[config.mk]
export PLATFORM = sky130hd
export DESIGN_NAME = vout_ref_ramp
export DESIGN_NICKNAME = d
export VERILOG_FILES = /design/src/rtl/vref_ramp_pkg.sv /design/src/rtl/vref_clamp.sv /design/src/rtl/vref_pacer.sv /design/src/rtl/vout_ref_ramp.sv
export SDC_FILE = /design/constraint.sdc
export NUM_CORES = 1
export LEC_CHECK = 0
export BUFFER_PORTS_ARGS = -buffer_cell sky130_fd_sc_hd__buf_4
export CAP_MARGIN = 20
export CORE_ASPECT_RATIO = 0.5
export CORE_MARGIN = 2
export CORE_UTILIZATION = 40
export CTS_CLUSTER_SIZE = 40
export DETAILED_ROUTE_END_ITERATION = 8
export PLACE_DENSITY = 0.57
export SETUP_SLACK_MARGIN = 0.2
export SLEW_MARGIN = 20
export SYNTH_ARGS = -nofsm -noshare
export SYNTH_HDL_FRONTEND = slang
export SYNTH_SLANG_ARGS = --single-unit
[constraint.sdc]
create_clock -name clk_i -period 3.4 [get_ports clk_i]
set_input_delay 0.68 -clock clk_i [delete_from_list [all_inputs] [get_ports clk_i]]
set_output_delay 0.68 -clock clk_i [all_outputs]
set_load 0.02 [all_outputs]
[src/rtl/vref_ramp_pkg.sv]
package vref_ramp_pkg;
  typedef enum logic [1:0] {ST_IDLE, ST_INIT, ST_SOFT, ST_RUN} ramp_st_e;

  // log2 of microseconds per code step: sel 0..3 -> 8,4,32,16
  function automatic logic [2:0] rate_log2(input logic [1:0] sel);
    return 3'd3 - {2'd0, sel[0]} + (sel[1] ? 3'd2 : 3'd0);
  endfunction
endpackage

[src/rtl/vref_clamp.sv]
module vref_clamp #(
  parameter int CODE_W   = 8,
  parameter int CODE_MIN = 16,
  parameter int CODE_MAX = 215
) (
  input  logic [CODE_W-1:0] code_i,
  output logic [CODE_W-1:0] code_o,
  output logic              low_o,
  output logic              high_o
);
  localparam logic [CODE_W-1:0] LO = CODE_W'(CODE_MIN);
  localparam logic [CODE_W-1:0] HI = CODE_W'(CODE_MAX);

  always_comb begin
    low_o  = code_i < LO;
    high_o = code_i > HI;
    if (low_o)       code_o = LO;
    else if (high_o) code_o = HI;
    else             code_o = code_i;
  end
endmodule

[src/rtl/vref_pacer.sv]
module vref_pacer #(
  parameter int MAX_LOG2 = 5,
  localparam int CNT_W   = MAX_LOG2 + 1,
  localparam int LOG_W   = $clog2(MAX_LOG2 + 1)
) (
  input  logic             clk_i,
  input  logic             rst_ni,
  input  logic             run_i,
  input  logic             tick_i,
  input  logic [LOG_W-1:0] log2_i,
  output logic             step_o
);
  logic [CNT_W-1:0] cnt_q;
  logic [CNT_W-1:0] lim;

  assign lim    = (CNT_W'(1) << log2_i) - CNT_W'(1);
  // >= so a slower-to-faster rate change mid-period steps on the next tick
  assign step_o = run_i && tick_i && (cnt_q >= lim);

  always_ff @(posedge clk_i or negedge rst_ni) begin
    if (!rst_ni)      cnt_q <= '0;
    else if (!run_i)  cnt_q <= '0;
    else if (tick_i)  cnt_q <= step_o ? '0 : cnt_q + CNT_W'(1);
  end

  // the timer never outgrows the slowest period
  p_cnt_bound_r6: assert property (@(posedge clk_i) disable iff (!rst_ni)
    cnt_q < (CNT_W'(1) << MAX_LOG2));
  // the timer only clears on a step or when the ramp stops
  p_cnt_keep_r9: assert property (@(posedge clk_i) disable iff (!rst_ni)
    (run_i && !tick_i) |=> (cnt_q == $past(cnt_q)) || !$past(run_i));
endmodule

[src/rtl/vout_ref_ramp.sv]
module vout_ref_ramp
  import vref_ramp_pkg::*;
#(
  parameter int          CODE_W    = 8,
  parameter int          CODE_MIN  = 16,
  parameter int          CODE_MAX  = 215,
  parameter int          DEF_CODE  = 72,
  parameter int          INIT_US   = 125,
  parameter logic [1:0]  SOFT_RATE = 2'd0,
  localparam int         INIT_W    = $clog2(INIT_US + 1),
  localparam int         MAX_LOG2  = 5
) (
  input  logic              clk_i,
  input  logic              rst_ni,
  input  logic              tick_i,
  input  logic              start_i,
  input  logic              vset_load_i,
  input  logic [CODE_W-1:0] vset_i,
  input  logic [1:0]        rate_sel_i,
  output logic [CODE_W-1:0] ref_o,
  output logic              done_o,
  output logic              under_o,
  output logic              over_o
);
  ramp_st_e          st_q;
  logic [INIT_W-1:0] icnt_q;
  logic [CODE_W-1:0] tgt_q, ref_q, clamp_code;
  logic              clamp_lo, clamp_hi, under_q, over_q;
  logic              active, run, step;
  logic [2:0]        log2_sel;

  vref_clamp #(.CODE_W(CODE_W), .CODE_MIN(CODE_MIN), .CODE_MAX(CODE_MAX)) u_clamp (
    .code_i(vset_i), .code_o(clamp_code), .low_o(clamp_lo), .high_o(clamp_hi)
  );

  always_ff @(posedge clk_i or negedge rst_ni) begin
    if (!rst_ni) begin
      tgt_q   <= CODE_W'(DEF_CODE);
      under_q <= 1'b0;
      over_q  <= 1'b0;
    end else begin
      under_q <= vset_load_i && clamp_lo;
      over_q  <= vset_load_i && clamp_hi;
      if (vset_load_i) tgt_q <= clamp_code;
    end
  end

  always_ff @(posedge clk_i or negedge rst_ni) begin
    if (!rst_ni) begin
      st_q   <= ST_IDLE;
      icnt_q <= '0;
    end else if (!start_i) begin
      st_q   <= ST_IDLE;
      icnt_q <= '0;
    end else begin
      case (st_q)
        ST_IDLE: st_q <= ST_INIT;
        ST_INIT: if (tick_i) begin
          if (icnt_q == INIT_W'(INIT_US - 1)) st_q <= ST_SOFT;
          icnt_q <= icnt_q + INIT_W'(1);
        end
        ST_SOFT: if (ref_q == tgt_q) st_q <= ST_RUN;
        default: st_q <= ST_RUN;
      endcase
    end
  end

  assign active   = (st_q == ST_SOFT) || (st_q == ST_RUN);
  assign run      = start_i && active && (ref_q < tgt_q);
  assign log2_sel = (st_q == ST_RUN) ? rate_log2(rate_sel_i) : rate_log2(SOFT_RATE);

  vref_pacer #(.MAX_LOG2(MAX_LOG2)) u_pacer (
    .clk_i(clk_i), .rst_ni(rst_ni), .run_i(run), .tick_i(tick_i),
    .log2_i(log2_sel), .step_o(step)
  );

  always_ff @(posedge clk_i or negedge rst_ni) begin
    if (!rst_ni)                         ref_q <= '0;
    else if (!start_i)                   ref_q <= '0;
    else if (active && tgt_q < ref_q)    ref_q <= tgt_q;
    else if (step)                       ref_q <= ref_q + CODE_W'(1);
  end

  assign ref_o   = ref_q;
  assign done_o  = active && (ref_q == tgt_q);
  assign under_o = under_q;
  assign over_o  = over_q;

  p_tgt_range_r1: assert property (@(posedge clk_i) disable iff (!rst_ni)
    tgt_q >= CODE_W'(CODE_MIN) && tgt_q <= CODE_W'(CODE_MAX));
  p_ref_max_r1: assert property (@(posedge clk_i) disable iff (!rst_ni)
    ref_o <= CODE_W'(CODE_MAX));
  p_flag_excl_r2: assert property (@(posedge clk_i) disable iff (!rst_ni)
    !(under_o && over_o));
  p_under_src_r2: assert property (@(posedge clk_i) disable iff (!rst_ni)
    under_o |-> $past(vset_load_i) && $past(vset_i) < CODE_W'(CODE_MIN));
  p_idle_zero_r3: assert property (@(posedge clk_i) disable iff (!rst_ni)
    !start_i |=> (ref_o == '0) && !done_o);
  p_init_hold_r4: assert property (@(posedge clk_i) disable iff (!rst_ni)
    (st_q == ST_INIT) |-> ref_o == '0);
  p_rise_tick_r7: assert property (@(posedge clk_i) disable iff (!rst_ni)
    (ref_o > $past(ref_o)) |-> $past(tick_i) && ref_o == $past(ref_o) + CODE_W'(1));
  p_drop_r8: assert property (@(posedge clk_i) disable iff (!rst_ni)
    (start_i && active && tgt_q < ref_q) |=> ref_o == $past(tgt_q) || !$past(start_i));
endmodule

After elaboration in Yosys (flattened, before gate mapping):

Index checks and enable logic that the tools add are counted.

* register bits after elaboration: 33
* input port bits: 15
* output and inout bits: 11

* $add $sub $neg: 6
* magnitude comparators: 5
* eq/ne operators: 12
* shift operators: 1
* multiplexer cells: 18
* reduce and logical (&&, ||, !) cells: 12

Operators with widths (count)
* 2-to-1 mux 8 bit: 5
* 2-to-1 mux 7 bit: 3
* 2-to-1 mux 6 bit: 3
* < comparator 8 bit: 2
* 2-to-1 mux 2 bit: 5
* inequality test 3 bit (second input constant): 3
* adder 8 x 1 -> 8 bit (second input constant): 1
* equality test 8 bit: 1
* greater-than comparator 8 bit (second input constant): 1
* logical AND 1 bit: 8
* < comparator 8 x 5 -> 1 bit (second input constant): 1
* adder 7 x 1 -> 7 bit (second input constant): 1
* equality test 7 bit (second input constant): 1
* adder 6 x 1 -> 6 bit (second input constant): 1
* greater-or-equal comparator 6 bit: 1
* case mux 2 bit (3 select lines): 1
* left shift 1 x 3 -> 6 bit (first input constant): 1
* subtractor 6 x 2 -> 6 bit (second input constant): 1
* equality test 2 bit (second input constant): 2
* inequality test 2 bit (second input constant): 2
* adder 3 x 2 -> 3 bit: 1
* 2-to-1 mux 3 bit: 1
* inequality test 3 x 1 -> 1 bit (second input constant): 1
* AND reduction 3 bit: 1
* other kinds (6): 6

Logic depth before layout (Yosys ltp):

Gate-level depths: netlist of the first run.

* depth after elaboration: 10
* depth in mapped cells: 10
* mapped depth without buffers: 9

Cells and area by module:

From an unflattened synthesis of the first run, not the netlist that was laid out.

* cell total of the unflattened synthesis: 215
* area total of the unflattened synthesis: 2179.6 um^2

Modules (own cells, without submodules)
* vout_ref_ramp: times used 1, cells an instance 142, area each 1544.0 um^2, sequential area each 678.2 um^2
* vref_pacer: times used 1, cells an instance 52, area each 478.0 um^2, sequential area each 150.1 um^2
* vref_clamp: times used 1, cells an instance 21, area each 157.7 um^2, sequential area each 0.0 um^2

Worst setup path after synthesis of the first run:

OpenSTA, ideal clock, no wires.

* kind: in2reg
* from: input rate_sel_i[1]
* to: register ref_q[4], in the netlist ref_o[4]
* arrival: 2.550 ns
* data required time: 3.306 ns
* slack: 0.756 ns
* stages on the path: 9
* path buffers: 0
* cell sequence: nand3_1 > or2_2 > ha_1 > o21ai_0 > o21a_1 > nor3_1 > or4b_4 > xnor2_1 > a211oi_1

* cells in the longest elaborated chain, start to end: 8

Ends and longest elaborated chain
* from (decl): RTL line vout_ref_ramp.sv:19 `input logic [1:0] rate_sel_i,`
* 2-to-1 mux 2 bit: RTL line vref_ramp_pkg.sv:6 `return 3'd3 - {2'd0, sel[0]} + (sel[1] ? 3'd2 : 3'd0);`
* adder 3 x 2 -> 3 bit: RTL line vref_ramp_pkg.sv:6
* 2-to-1 mux 3 bit: RTL line vout_ref_ramp.sv:70 `assign log2_sel = (st_q == ST_RUN) ? rate_log2(rate_sel_i) : rate_log2(SOFT_RATE);`
* left shift 1 x 3 -> 6 bit: RTL line vref_pacer.sv:16 `assign lim = (CNT_W'(1) << log2_i) - CNT_W'(1);`
* subtractor 6 x 2 -> 6 bit: RTL line vref_pacer.sv:16
* greater-or-equal comparator 6 bit: RTL line vref_pacer.sv:18 `assign step_o = run_i && tick_i && (cnt_q >= lim);`
* logical AND 1 bit: RTL line vref_pacer.sv:18
* inequality test 3 x 1 -> 1 bit (no source line)
* to (signal assigned): RTL line vout_ref_ramp.sv:80 `else if (active && tgt_q < ref_q) ref_q <= tgt_q;`
* to (signal assigned): RTL line vout_ref_ramp.sv:81 `else if (step) ref_q <= ref_q + CODE_W'(1);`
* to (decl): RTL line vout_ref_ramp.sv:27 `logic [CODE_W-1:0] tgt_q, ref_q, clamp_code;`

No other way between the ends.
A chain may end at the register's enable or synchronous reset.

Worst setup path in the final report of the first run:

* from: register st_q[1]
* to: register ref_q[4], in the netlist ref_o[4]

* cells in the longest elaborated chain, start to end: 7
* elaborated cells between the ends (all ways): 15
* classes of those cells: 1 x add/sub; 1 x order compare; 3 x eq/ne; 1 x shift; 3 x mux; 6 x reduce/logical

Ends and longest elaborated chain
* from (decl): RTL line vout_ref_ramp.sv:25 `ramp_st_e st_q;`
* from (signal assigned): RTL line vout_ref_ramp.sv:50 `st_q <= ST_IDLE;`
* from (signal assigned): RTL line vout_ref_ramp.sv:53 `st_q <= ST_IDLE;`
* from (signal assigned): RTL line vout_ref_ramp.sv:57 `ST_IDLE: st_q <= ST_INIT;`
* equality test 2 bit (on tied branches): RTL line vout_ref_ramp.sv:68, vout_ref_ramp.sv:70
* 2-to-1 mux 3 bit or logical OR 1 bit (tied branches): RTL line vout_ref_ramp.sv:70, vout_ref_ramp.sv:68
* left shift 1 x 3 -> 6 bit or logical AND 1 bit (tied branches): RTL line vref_pacer.sv:16, vout_ref_ramp.sv:69
* subtractor 6 x 2 -> 6 bit or logical AND 1 bit (tied branches): RTL line vref_pacer.sv:16, vout_ref_ramp.sv:69
* greater-or-equal comparator 6 bit or logical AND 1 bit (tied branches): RTL line vref_pacer.sv:18
* logical AND 1 bit: RTL line vref_pacer.sv:18
* inequality test 3 x 1 -> 1 bit (no source line)

Parallel ways exist; a longest one is shown, timed or not.

==> summary.md, run 1 <==
| Metric | Value |
|---|---|
| Outcome | `finished clean` |
| Detailed-route via count | `1623` |
| Yosys warns | `0` |
| Fmax | `366.1 MHz` |
| Clock buffer depth | `2` |
| Fin. max-slew vios | `0` |
| TritonCTS clock tree | `built` |
| Largest net degree at the start of global routing | `34` |
| Final RePlAce weighted congestion | `0.7844` |
| Core Box Area | `4842 sq um` |
| Max VDD drop | `0.1587 mV` |
| Die outline width | `103.6 microns` |
| Clk Tree Root Cell | `clkbuf_8` |
| Initial Util | `0.4098` |
| RSZ-0062 raised after global routing | `false` |
| Mux cell area share after synthesis | `0.04729` |
| Post-CTS Hold Fix Bufs | `0` |
| Most frequent cells in the layout | `dfrtp_1, buf_4, nor2_1, inv_1` |
| Area of the mapped netlist | `1984 sq um` |
| Diode count | `0` |
| Die boundary height | `53.81 microns` |
| Synthesized instance count | `214` |
| Crit path max fanout | `9` |
| Slew @ Worst Pin | `0.5733 ns` |
| CP Launch Type | `flip-flop` |
| Slew HR | `0.6146` |
| Mean Syn Cell Area | `9.273 sq um` |
| Vias per cell | `5.202` |
| Post-synthesis adder-cell area fraction | `0.1072` |
| Final period util | `0.8033` |
| Setup Total Neg Slack | `0 ns` |
| Setup bufs post-CTS | `0` |
| Clock transition at path regs | `0.07 ns` |
| TritonCTS buffer count | `5` |
| Crit. End Element | `flip-flop` |
| Min Clock Period, post-route | `2.731 ns` |
| Compound-Gate Fraction of Synth Area | `0.1299` |
| Worst-case reg-to-reg path depth | `9` |
| Xor/xnor share of the synthesized area | `0.03531` |
| Final routed DRC violation total | `0` |
| Initial antenna violation count | `0` |
| Port-buffer cells | `25` |
| Number of synthesized flops with an enable pin | `0` |
| Area Overhead vs Synth | `17.47%` |
| Initial DRT Pass Iterations | `4` |
| Mapped Nets | `246` |
| Site Rows | `18` |
| IO Count | `26` |
| Async S/R FF share, synth | `1.000` |
| First-pass GRT wire length | `6.989 mm` |
| Seq/Total Area, Yosys | `0.4174` |
| Biggest cell delay along the critical path | `0.53 ns` |
| Grt total ovfl | `0` |
| Leak | `1.062 nW` |
| Total track usage | `0.1623` |
| Routed WL | `4.136 mm` |
| Fin worst setup slack | `0.6687 ns` |
| Detailed Route Iter0 Violations | `76` |
| Final nets | `273` |
| Worst-Skew Late Latency | `0.29 ns` |
| Critical Path RT | `3.60 ns` |
| Synthesis-stage register bit count | `33` |
| Netlist cell types | `37` |
| Synth Area in Simple Gates | `0.2175` |
| Layout cells sized above 1 | `0.1694` |
| Clk_skew | `0.009857 ns` |
| Max cap viols | `0` |
| PostCTS Resize Cnt | `0` |
| Synth Flop Type | `dfrtp_1` |
| HP Class | `in2async` |
| Final hold violation count | `0` |
| DP Wirelength | `3.068 mm` |
| Crit path DAT | `2.93 ns` |
| Pre-CTS WS | `0.4851 ns` |
| Die ar. | `5575 sq um` |
| Crit-path cells | `nand3_1 -> or2_2 -> ha_1 -> o21ai_0 -> o21a_1 -> nor3_1 -> or4b_4 -> xnor2_1 -> a211oi_1` |
| P per Cell Area | `350.5 nW/um^2` |
| Clk sink count | `33` |
| Routed Antenna Nets | `0` |
| Main combinational cell family by area after synthesis | `simple AND/OR/NAND/NOR gates` |
| Routed wire per std cell | `13.26 microns` |
| Vias in the first global route | `1525` |
| Most common library cell in the layout ignoring fill and taps | `dfrtp_1` |
| Crit path kind | `reg2reg` |
| Critical path's slowest cell | `dfrtp_1` |
| H-tree levels | `2` |
| Setup violators final | `0` |
Yosys cell counts (2+ instances only):
master,count,area share
a211oi_1,3,0.011
a21o_1,2,0.0076
a21oi_1,8,0.020
a22o_1,2,0.0088
and2_1,2,0.0063
and4_1,3,0.013
clkbuf_1,5,0.0095
dfrtp_1,31,0.39
dfstp_2,2,0.026
ha_1,17,0.11
inv_1,18,0.034
mux2_2,3,0.017
mux2i_1,6,0.030
nand2_1,17,0.032
nand3_1,15,0.038
nand4_1,9,0.028
nor2_1,23,0.044
nor3_1,4,0.010
o2111ai_1,3,0.013
o211ai_1,8,0.030
o21ai_0,10,0.025
or3_1,2,0.0063
xnor2_1,4,0.018
xor2_1,4,0.018
area by class of cell:
cell class              count  area [sq um]
fillers                   465          2511
multi-input cells         158          1070
flip-flops and latches     33         828.3
repair buffers             25         187.7
clock buffers               8         90.09
well taps                  70         87.58
inverters                  18         67.56
where the power goes:
part           internal (mW)  switching [mW]  leakage [nW]  total (mW)
sequential             0.407          0.0113         0.438       0.418
combinational         0.0375          0.0494         0.579      0.0869
clock                  0.165           0.147        0.0455       0.312
total                  0.610           0.207          1.06       0.817
metal layers:
| layer | track usage | wire (microns) |
|---|---|---|
| met1 | 0.2155 | 2154 |
| met2 | 0.2583 | 1748 |
| met3 | 0.04479 | 165 |
| met4 | 0.06532 | 68 |
| met5 | 0 | 0 |
worst max-delay path: cells and delay by family (launching register included):
family                   cells  cell delay (ns)
AO/OA/AOI/OAI                3             0.53
adder cells (fa/ha/maj)      1             0.27
AND/OR/NAND/NOR              4             1.17
flip-flops                   1             0.53
XOR/XNOR                     1             0.15
registers in the layout (all words and copies together) (netlist names):
name / flops
under_o: 1
ref_o: 8
over_o: 1
st_q: 2
icnt_q: 7
tgt_q: 8
u_pacer.cnt_q: 6
logic make-up after synthesis:
logic type / Yosys count
muxes: 9
and+or+nand+nor: 84
other: 1
buffers and inverters: 23
AOI/OAI and AO/OA: 39
xor gates and xnor gates: 8
DFF: 33
adders and majority gates: 17
worst paths after layout:
check	end	start	slack, ns
min	over_o$_DFF_PN0_	rst_ni	0.32
min reg2reg	tgt_q[3]$_DFFE_PN1P_	tgt_q[3]$_DFFE_PN1P_	0.51
min in group clk_i	tgt_q[3]$_DFFE_PN1P_	tgt_q[3]$_DFFE_PN1P_	0.51
max reg2reg	ref_o[4]$_DFFE_PN0P_	st_q[1]$_DFFE_PN0P_	0.67
max in group asynchronous	tgt_q[6]$_DFFE_PN1P_	rst_ni	2.75
max	ref_o[4]$_DFFE_PN0P_	st_q[1]$_DFFE_PN0P_	0.67
per-stage QoR:
stage	total power [mW]	std cells	utilization	area [sq um]	hold WS, ns
6_report	0.8170	312	0.4814	2331	0.3244
5_1_grt	0.8540	312	0.4814	2331	0.3656
4_1_cts	0.8292	312	0.4814	2331	0.3372
3_5_place_dp	0.5133	304	0.4628	2241	0.5034
3_3_place_gp	0.5122	304	0.4628	2241	0.4972
2_1_floorplan	0.4742	214	-	1984	0.3844
(Power assumes the default switching activity.)
==> run 2, diff against run 1 <==
--- a/config.mk
+++ b/config.mk
@@ -12,7 +12,7 @@
 export CORE_UTILIZATION = 40
 export CTS_CLUSTER_SIZE = 40
 export DETAILED_ROUTE_END_ITERATION = 8
-export PLACE_DENSITY = 0.57
+export PLACE_DENSITY = 0.59
 export SETUP_SLACK_MARGIN = 0.2
 export SLEW_MARGIN = 20
 export SYNTH_ARGS = -nofsm -noshare
==> constraint.sdc (replaced) <==
create_clock -name clk_i -period 2.3 [get_ports clk_i]
set_input_delay 0.46 -clock clk_i [delete_from_list [all_inputs] [get_ports clk_i]]
set_output_delay 0.46 -clock clk_i [all_outputs]
set_load 0.02 [all_outputs]
==> summary.md, run 2 (synthesized netlist as in run 1, its figures left out) <==
| Metric | Value |
|---|---|
| Core Util, Final | `0.5734 (+0.09199)` |
| Initial DRT Pass Iterations | `4 (unchanged)` |
| Top Registers | `ref_o x8, tgt_q x8, icnt_q x7` |
| Port-buffer cells | `25 (unchanged)` |
| Final routed DRC violation total | `0 (unchanged)` |
| Tot Pwr | `1.221 mW (+49%)` |
| Vias in the first global route | `1700 (+11%)` |
| Core Box Area | `4842 sq um (unchanged)` |
| Worst-case reg-to-reg path depth | `9 (unchanged)` |
| Die outline width | `103.6 microns (unchanged)` |
| Initial Util | `0.4098 (unchanged)` |
| Total track usage | `0.1900 (+0.02773)` |
| Layout Cells excl Fill | `343 (+9.9%)` |
| Clk sink count | `33 (unchanged)` |
| Detailed Route Iter0 Violations | `86 (+13%)` |
| Largest net degree at the start of global routing | `34 (unchanged)` |
| Reg2Reg Setup Slack | `-0.11 ns (-0.78 ns)` |
| DP Wirelength | `3.311 mm (+7.9%)` |
| Post-CTS Hold Fix Bufs | `0 (unchanged)` |
| Critical Path RT | `2.49 ns (-1.11 ns)` |
| Critical path's slowest cell | `or4b_4` |
| Max cap viols | `0 (unchanged)` |
| Fillers | `427 (-8.2%)` |
| First-pass GRT wire length | `8.204 mm (+17%)` |
| HP Class | `in2async` |
| Crit path kind | `reg2reg` |
| Pre-CTS WS | `-0.2361 ns (-0.7212 ns)` |
| CP Launch Type | `flip-flop` |
| Crit path max-delay family | `simple AND/OR/NAND/NOR gates` |
| Clock buffer depth | `2 (unchanged)` |
| Setup Total Neg Slack | `-0.2189 ns (-0.2189 ns)` |
| Final nets | `304 (+11%)` |
| Final period util | `1.047 (+0.2442)` |
| Fmax | `415.1 MHz (+13%)` |
| IO Count | `26 (unchanged)` |
| Biggest cell delay along the critical path | `0.50 ns (-0.03 ns)` |
| H-tree levels | `2 (unchanged)` |
| Die boundary height | `53.81 microns (unchanged)` |
| Final RePlAce weighted congestion | `0.7998 (+2.0%)` |
| Routed Antenna Nets | `0 (unchanged)` |
| Fin worst setup slack | `-0.1092 ns (-0.7779 ns)` |
| Fin. max-slew vios | `0 (unchanged)` |
| Vias per cell | `5.224 (+0.43%)` |
| Outcome | `complete, but fails checks` |
| Diode count | `0 (unchanged)` |
| RR Startpoint | `st_q[1]$_DFFE_PN0P_` |
| Clk_skew | `0.005574 ns (-0.004284 ns)` |
| Routed wire per std cell | `14.21 microns (+7.2%)` |
| Crit path from | `st_q[1]$_DFFE_PN0P_` |
| Initial antenna violation count | `0 (unchanged)` |
| RSZ-0062 raised after global routing | `true` |
| Final hold violation count | `0 (unchanged)` |
| Sequential Area | `832.0 sq um (+0.45%)` |
| Most frequent cells in the layout | `buf_4, dfrtp_1, nor2_1, inv_1` |
| Detailed-route via count | `1792 (+10%)` |
| Grt total ovfl | `0 (unchanged)` |
| Crit-path cells | `nand3_4 -> or2_4 -> ha_4 -> o21ai_2 -> o21a_1 -> nor3_2 -> or4b_4 -> xnor2_1 -> a211oi_1` |
| P per Cell Area | `439.8 nW/um^2 (+25%)` |
| Setup violators final | `5 (+5)` |
| Site Rows | `18 (unchanged)` |
| Area Overhead vs Synth | `39.91%` |
| Crit. End Element | `flip-flop` |
| Min Clock Period, post-route | `2.409 ns (-0.3221 ns)` |
| Placed insts | `323 (+6.3%)` |
| TritonCTS clock tree | `built` |
| Die ar. | `5575 sq um (unchanged)` |
| Clock transition at path regs | `0.07 ns (about the same)` |
| Clk Tree Root Cell | `clkbuf_8` |
| Max VDD drop | `0.2166 mV (+37%)` |
| Layout cells sized above 1 | `0.3663 (+0.1969)` |
| TritonCTS buffer count | `5 (unchanged)` |
| Crit path DAT | `2.60 ns (-0.33 ns)` |
| Worst-Skew Late Latency | `0.29 ns (about the same)` |
| Worst R2R End | `ref_o[4]$_DFFE_PN0P_` |
| Buf+Inv Stages, Crit Path | `0 (unchanged)` |
| Failing checks | `negative setup slack` |
| Leak | `1.267 nW (+19%)` |
| Crit path max fanout | `3 (-6)` |
| Most common library cell in the layout ignoring fill and taps | `buf_4` |
| Routed WL | `4.873 mm (+18%)` |
| Multi-input logic area | `1254 sq um (+17%)` |
-- run 2: changes by cell type in the layout (fill, tap and decap cells not counted), moves of 3 or more --
| cell | change |
|---|---|
| nand2_1 | -4 |
| ha_1 | -6 |
| buf_6 | +6 |
| buf_4 | +24 |
| dfrtp_1 | -3 |
| ha_4 | +6 |
| dfrtp_2 | +3 |
-- run 2: repair_timing --
action / 4_1_cts / 5_1_grt
resized for setup: 29 / 6
setup endpoints to repair: 15 / 15
pin swaps: 12 / 7
buffers inserted: 9 / 3
-- run 2: final cells by class --
type                       instances  area share
multi-input combinational        158      0.4516
sequential                        33      0.2997
timing repair buffer              56      0.1640
tap                               70     0.03155
clock buffer                       8     0.02884
inverter                          18     0.02434
-- run 2: worst max-delay path by stage --
stage,slack (ns),end,cells after the start
after global placement,-0.21,ref_o[4]$_DFFE_PN0P_,10
final,-0.11,ref_o[4]$_DFFE_PN0P_,9
after CTS,-0.08,ref_o[4]$_DFFE_PN0P_,9
after detailed placement,-0.24,ref_o[4]$_DFFE_PN0P_,10
after global routing,-0.21,ref_o[4]$_DFFE_PN0P_,9
after floorplan,-0.03,ref_o[4]$_DFFE_PN0P_,9
-- run 2: through the flow --
| stage | hold slack, ns | instance area, sq um |
|---|---|---|
| after floorplan | 0.1644 | 2029 |
| after global placement | 0.4337 | 2419 |
| after global routing | 0.1447 | 2776 |
| after CTS | 0.1236 | 2704 |
| final | 0.1111 | 2776 |
| after detailed placement | 0.4322 | 2419 |
-- run 2: metal layers --
| metal | track usage | up-vias | share of wire |
|---|---|---|---|
| li1 | - | 882 | - |
| met1 | 0.2554 | 839 | 0.48 |
| met2 | 0.3057 | 60 | 0.45 |
| met3 | 0.04964 | 11 | 0.056 |
| met4 | 0.06532 | 0 | 0.018 |
| met5 | 0 | - | 0 |
-- run 2: report_power, final --
group | switching (mW) | total, mW | internal, mW
Sequential | 0.0186 | 0.620 | 0.602
Combinational | 0.0915 | 0.175 | 0.0834
Clock | 0.211 | 0.426 | 0.215
Total | 0.321 | 1.22 | 0.900
==> run 3, diff against run 2 <==
--- a/config.mk
+++ b/config.mk
@@ -14,6 +14,7 @@
 export DETAILED_ROUTE_END_ITERATION = 8
 export PLACE_DENSITY = 0.59
 export SETUP_SLACK_MARGIN = 0.2
+export SKIP_LAST_GASP = 1
 export SLEW_MARGIN = 20
 export SYNTH_ARGS = -nofsm -noshare
 export SYNTH_HDL_FRONTEND = slang
==> summary.md, run 3 (synthesized netlist as in run 1, its figures left out) <==
| Metric | Value |
|---|---|
| Outcome | `complete, but fails checks` |
| Failing checks | `negative setup slack` |
| Layout cells sized above 1 | `0.3650 (-0.001337)` |
| Tot Pwr | `1.222 mW (+0.12%)` |
| Final period util | `1.040 (-0.007473)` |
| Fillers | `430 (+0.70%)` |
| Initial DRT Pass Iterations | `4 (unchanged)` |
| Int Pwr | `899.5 uW (about the same)` |
| Die boundary height | `53.81 microns (unchanged)` |
| Area Overhead vs Synth | `39.09%` |
| Routed WL | `4.880 mm (+0.14%)` |
| Final RePlAce weighted congestion | `0.7998 (unchanged)` |
| Reg2Reg Setup Slack | `-0.09 ns (+0.02 ns)` |
| DP Wirelength | `3.311 mm (unchanged)` |
| Most common library cell in the layout ignoring fill and taps | `buf_4` |
| Largest net degree at the start of global routing | `34 (unchanged)` |
| TritonCTS buffer count | `5 (unchanged)` |
| CP endpoint | `ref_o[4]$_DFFE_PN0P_` |
| Setup violators final | `3 (-2)` |
| Clk sink count | `33 (unchanged)` |
| Initial antenna violation count | `0 (unchanged)` |
| Clk pwr share | `0.350 (about the same)` |
| Sequential Area | `832.0 sq um (unchanged)` |
| Die outline width | `103.6 microns (unchanged)` |
| Detailed-route via count | `1798 (+0.33%)` |
| Crit path DAT | `2.59 ns (about the same)` |
| Placed instance area | `2419 sq um (unchanged)` |
| Worst-case reg-to-reg path depth | `9 (unchanged)` |
| Crit path kind | `reg2reg` |
| TritonCTS clock tree | `built` |
| H-tree levels | `2 (unchanged)` |
| Final routed DRC violation total | `0 (unchanged)` |
| IO Count | `26 (unchanged)` |
| Most frequent cells in the layout | `buf_4, dfrtp_1, nor2_1, inv_1` |
| Post-CTS Hold Fix Bufs | `0 (unchanged)` |
| Metal3 WL | `183 microns (-33%)` |
| Met2 Routed Length | `2.232 mm (+2.2%)` |
| Post-route cell area | `2760 sq um (-0.59%)` |
| Clk_skew | `0.005133 ns (-0.0004408 ns)` |
| Clock buffer depth | `2 (unchanged)` |
| Worst R2R End | `ref_o[4]$_DFFE_PN0P_` |
| Port-buffer cells | `25 (unchanged)` |
| Reg power frac | `0.508 (about the same)` |
| Fin worst setup slack | `-0.09203 ns (+0.01719 ns)` |
| Clock transition at path regs | `0.07 ns (about the same)` |
| Crit. End Element | `flip-flop` |
| Min Clock Period, post-route | `2.392 ns (-0.01719 ns)` |
| Worst-Skew Late Latency | `0.29 ns (about the same)` |
| Crit path max fanout | `3 (unchanged)` |
| Core Box Area | `4842 sq um (unchanged)` |
| Top Layer Used | `met4` |
| P per Cell Area | `442.9 nW/um^2 (+0.71%)` |
| Final hold violation count | `0 (unchanged)` |
| Critical Path RT | `2.50 ns (about the same)` |
| Vias per cell | `5.227 (about the same)` |
| First-pass GRT wire length | `8.176 mm (-0.34%)` |
| Routed Antenna Nets | `0 (unchanged)` |
| Grt total ovfl | `0 (unchanged)` |
| RSZ-0062 raised after global routing | `true` |
| Fmax | `418.1 MHz (+0.72%)` |
| Comb power frac | `0.142 (about the same)` |
| Initial Util | `0.4098 (unchanged)` |
| Leak | `1.258 nW (-0.75%)` |
| CP Launch Type | `flip-flop` |
| Routed wire per std cell | `14.19 microns (-0.15%)` |
| P_sw | `322.9 uW (+0.62%)` |
| Detailed Route Iter0 Violations | `95 (+10%)` |
| RR Startpoint | `st_q[1]$_DFFE_PN0P_` |
| Diode count | `0 (unchanged)` |
| Final nets | `305 (+0.33%)` |
| Max cap viols | `0 (unchanged)` |
| Top Registers | `ref_o x8, tgt_q x8, icnt_q x7` |
| Site Rows | `18 (unchanged)` |
| HP Class | `in2async` |
| Crit path from | `st_q[1]$_DFFE_PN0P_` |
| Vias in the first global route | `1706 (+0.35%)` |
| Fin. max-slew vios | `0 (unchanged)` |
| Metal-1 WL | `2.374 mm (+2.2%)` |
| Total track usage | `0.1892 (-0.0008262)` |
| Clk Tree Root Cell | `clkbuf_8` |
| Die ar. | `5575 sq um (unchanged)` |
| Max VDD drop | `0.2177 mV (+0.48%)` |
| Multi-input logic area | `1239 sq um (-1.2%)` |
| Sw Share | `0.2642 (+0.001300)` |
==> run 3: cell count changes in the layout (fill, tap and decap cells not counted), sizes merged <==
| cell | previous run | this run |
|---|---|---|
| buf | 56 | 57 |
==> run 3: metrics by stage <==
step / cells / TNS (ns) / util / hold slack, ns / setup WS [ns]
global placement: 323 / -0.7629 / 0.4995 / 0.4337 / -0.2055
CTS: 340 / -0.1130 / 0.5550 / 0.1236 / -0.08192
detailed placement: 323 / -1.095 / 0.4995 / 0.4322 / -0.2361
floorplan: 214 / -0.02557 / - / 0.1644 / -0.02518
finish: 344 / -0.1945 / 0.5700 / 0.1088 / -0.09203
global route: 344 / -0.8245 / 0.5700 / 0.1436 / -0.1813
==> run 3: final cells by class <==
type                    count  share of cell area
repair buffers             57              0.1646
flip-flops and latches     33              0.3015
multi-input cells         158              0.4488
inverters                  18             0.02448
clock buffers               8             0.02901
well taps                  70             0.03173
==> run 3: power by group through the flow <==
stage	Combinational [mW]	Clock [mW]	Sequential (mW)
floorplan	0.0770	0	0.625
global placement	0.141	0	0.627
detailed placement	0.144	0	0.628
CTS	0.167	0.438	0.619
global route	0.196	0.471	0.622
finish	0.174	0.428	0.621
==> run 3: routing by layer <==
layer	global-route usage	vias to the layer above
li1	-	882
met1	0.2539	869
met2	0.3046	36
met3	0.04964	11
met4	0.06532	0
met5	0	-
==> run 3: worst max-delay path, cell delays in order (launching register included) <==
cell,delay [ns]
dfrtp_2,0.42
nand3_4,0.07
or2_4,0.24
ha_4,0.26
o21ai_2,0.04
o21a_1,0.21
nor3_2,0.22
or4b_4,0.51
xnor2_1,0.15
a211oi_1,0.18
==> run 3: worst min path at each step <==
stage                       from                    end  slack, ns
final                     rst_ni   tgt_q[7]$_DFFE_PN0P_       0.11
after detailed placement  rst_ni   tgt_q[2]$_DFFE_PN0P_       0.43
after global placement    rst_ni   tgt_q[1]$_DFFE_PN0P_       0.43
after global routing      rst_ni   tgt_q[2]$_DFFE_PN0P_       0.14
after floorplan           rst_ni  icnt_q[0]$_DFFE_PN0P_       0.16
after CTS                 rst_ni   tgt_q[2]$_DFFE_PN0P_       0.12
==> run 3: what timing repair did <==
item,4_1_cts,5_1_grt
resized for setup,25,8
endpoints found under the setup margin,15,15
pin swaps,12,7
buffers inserted,9,4
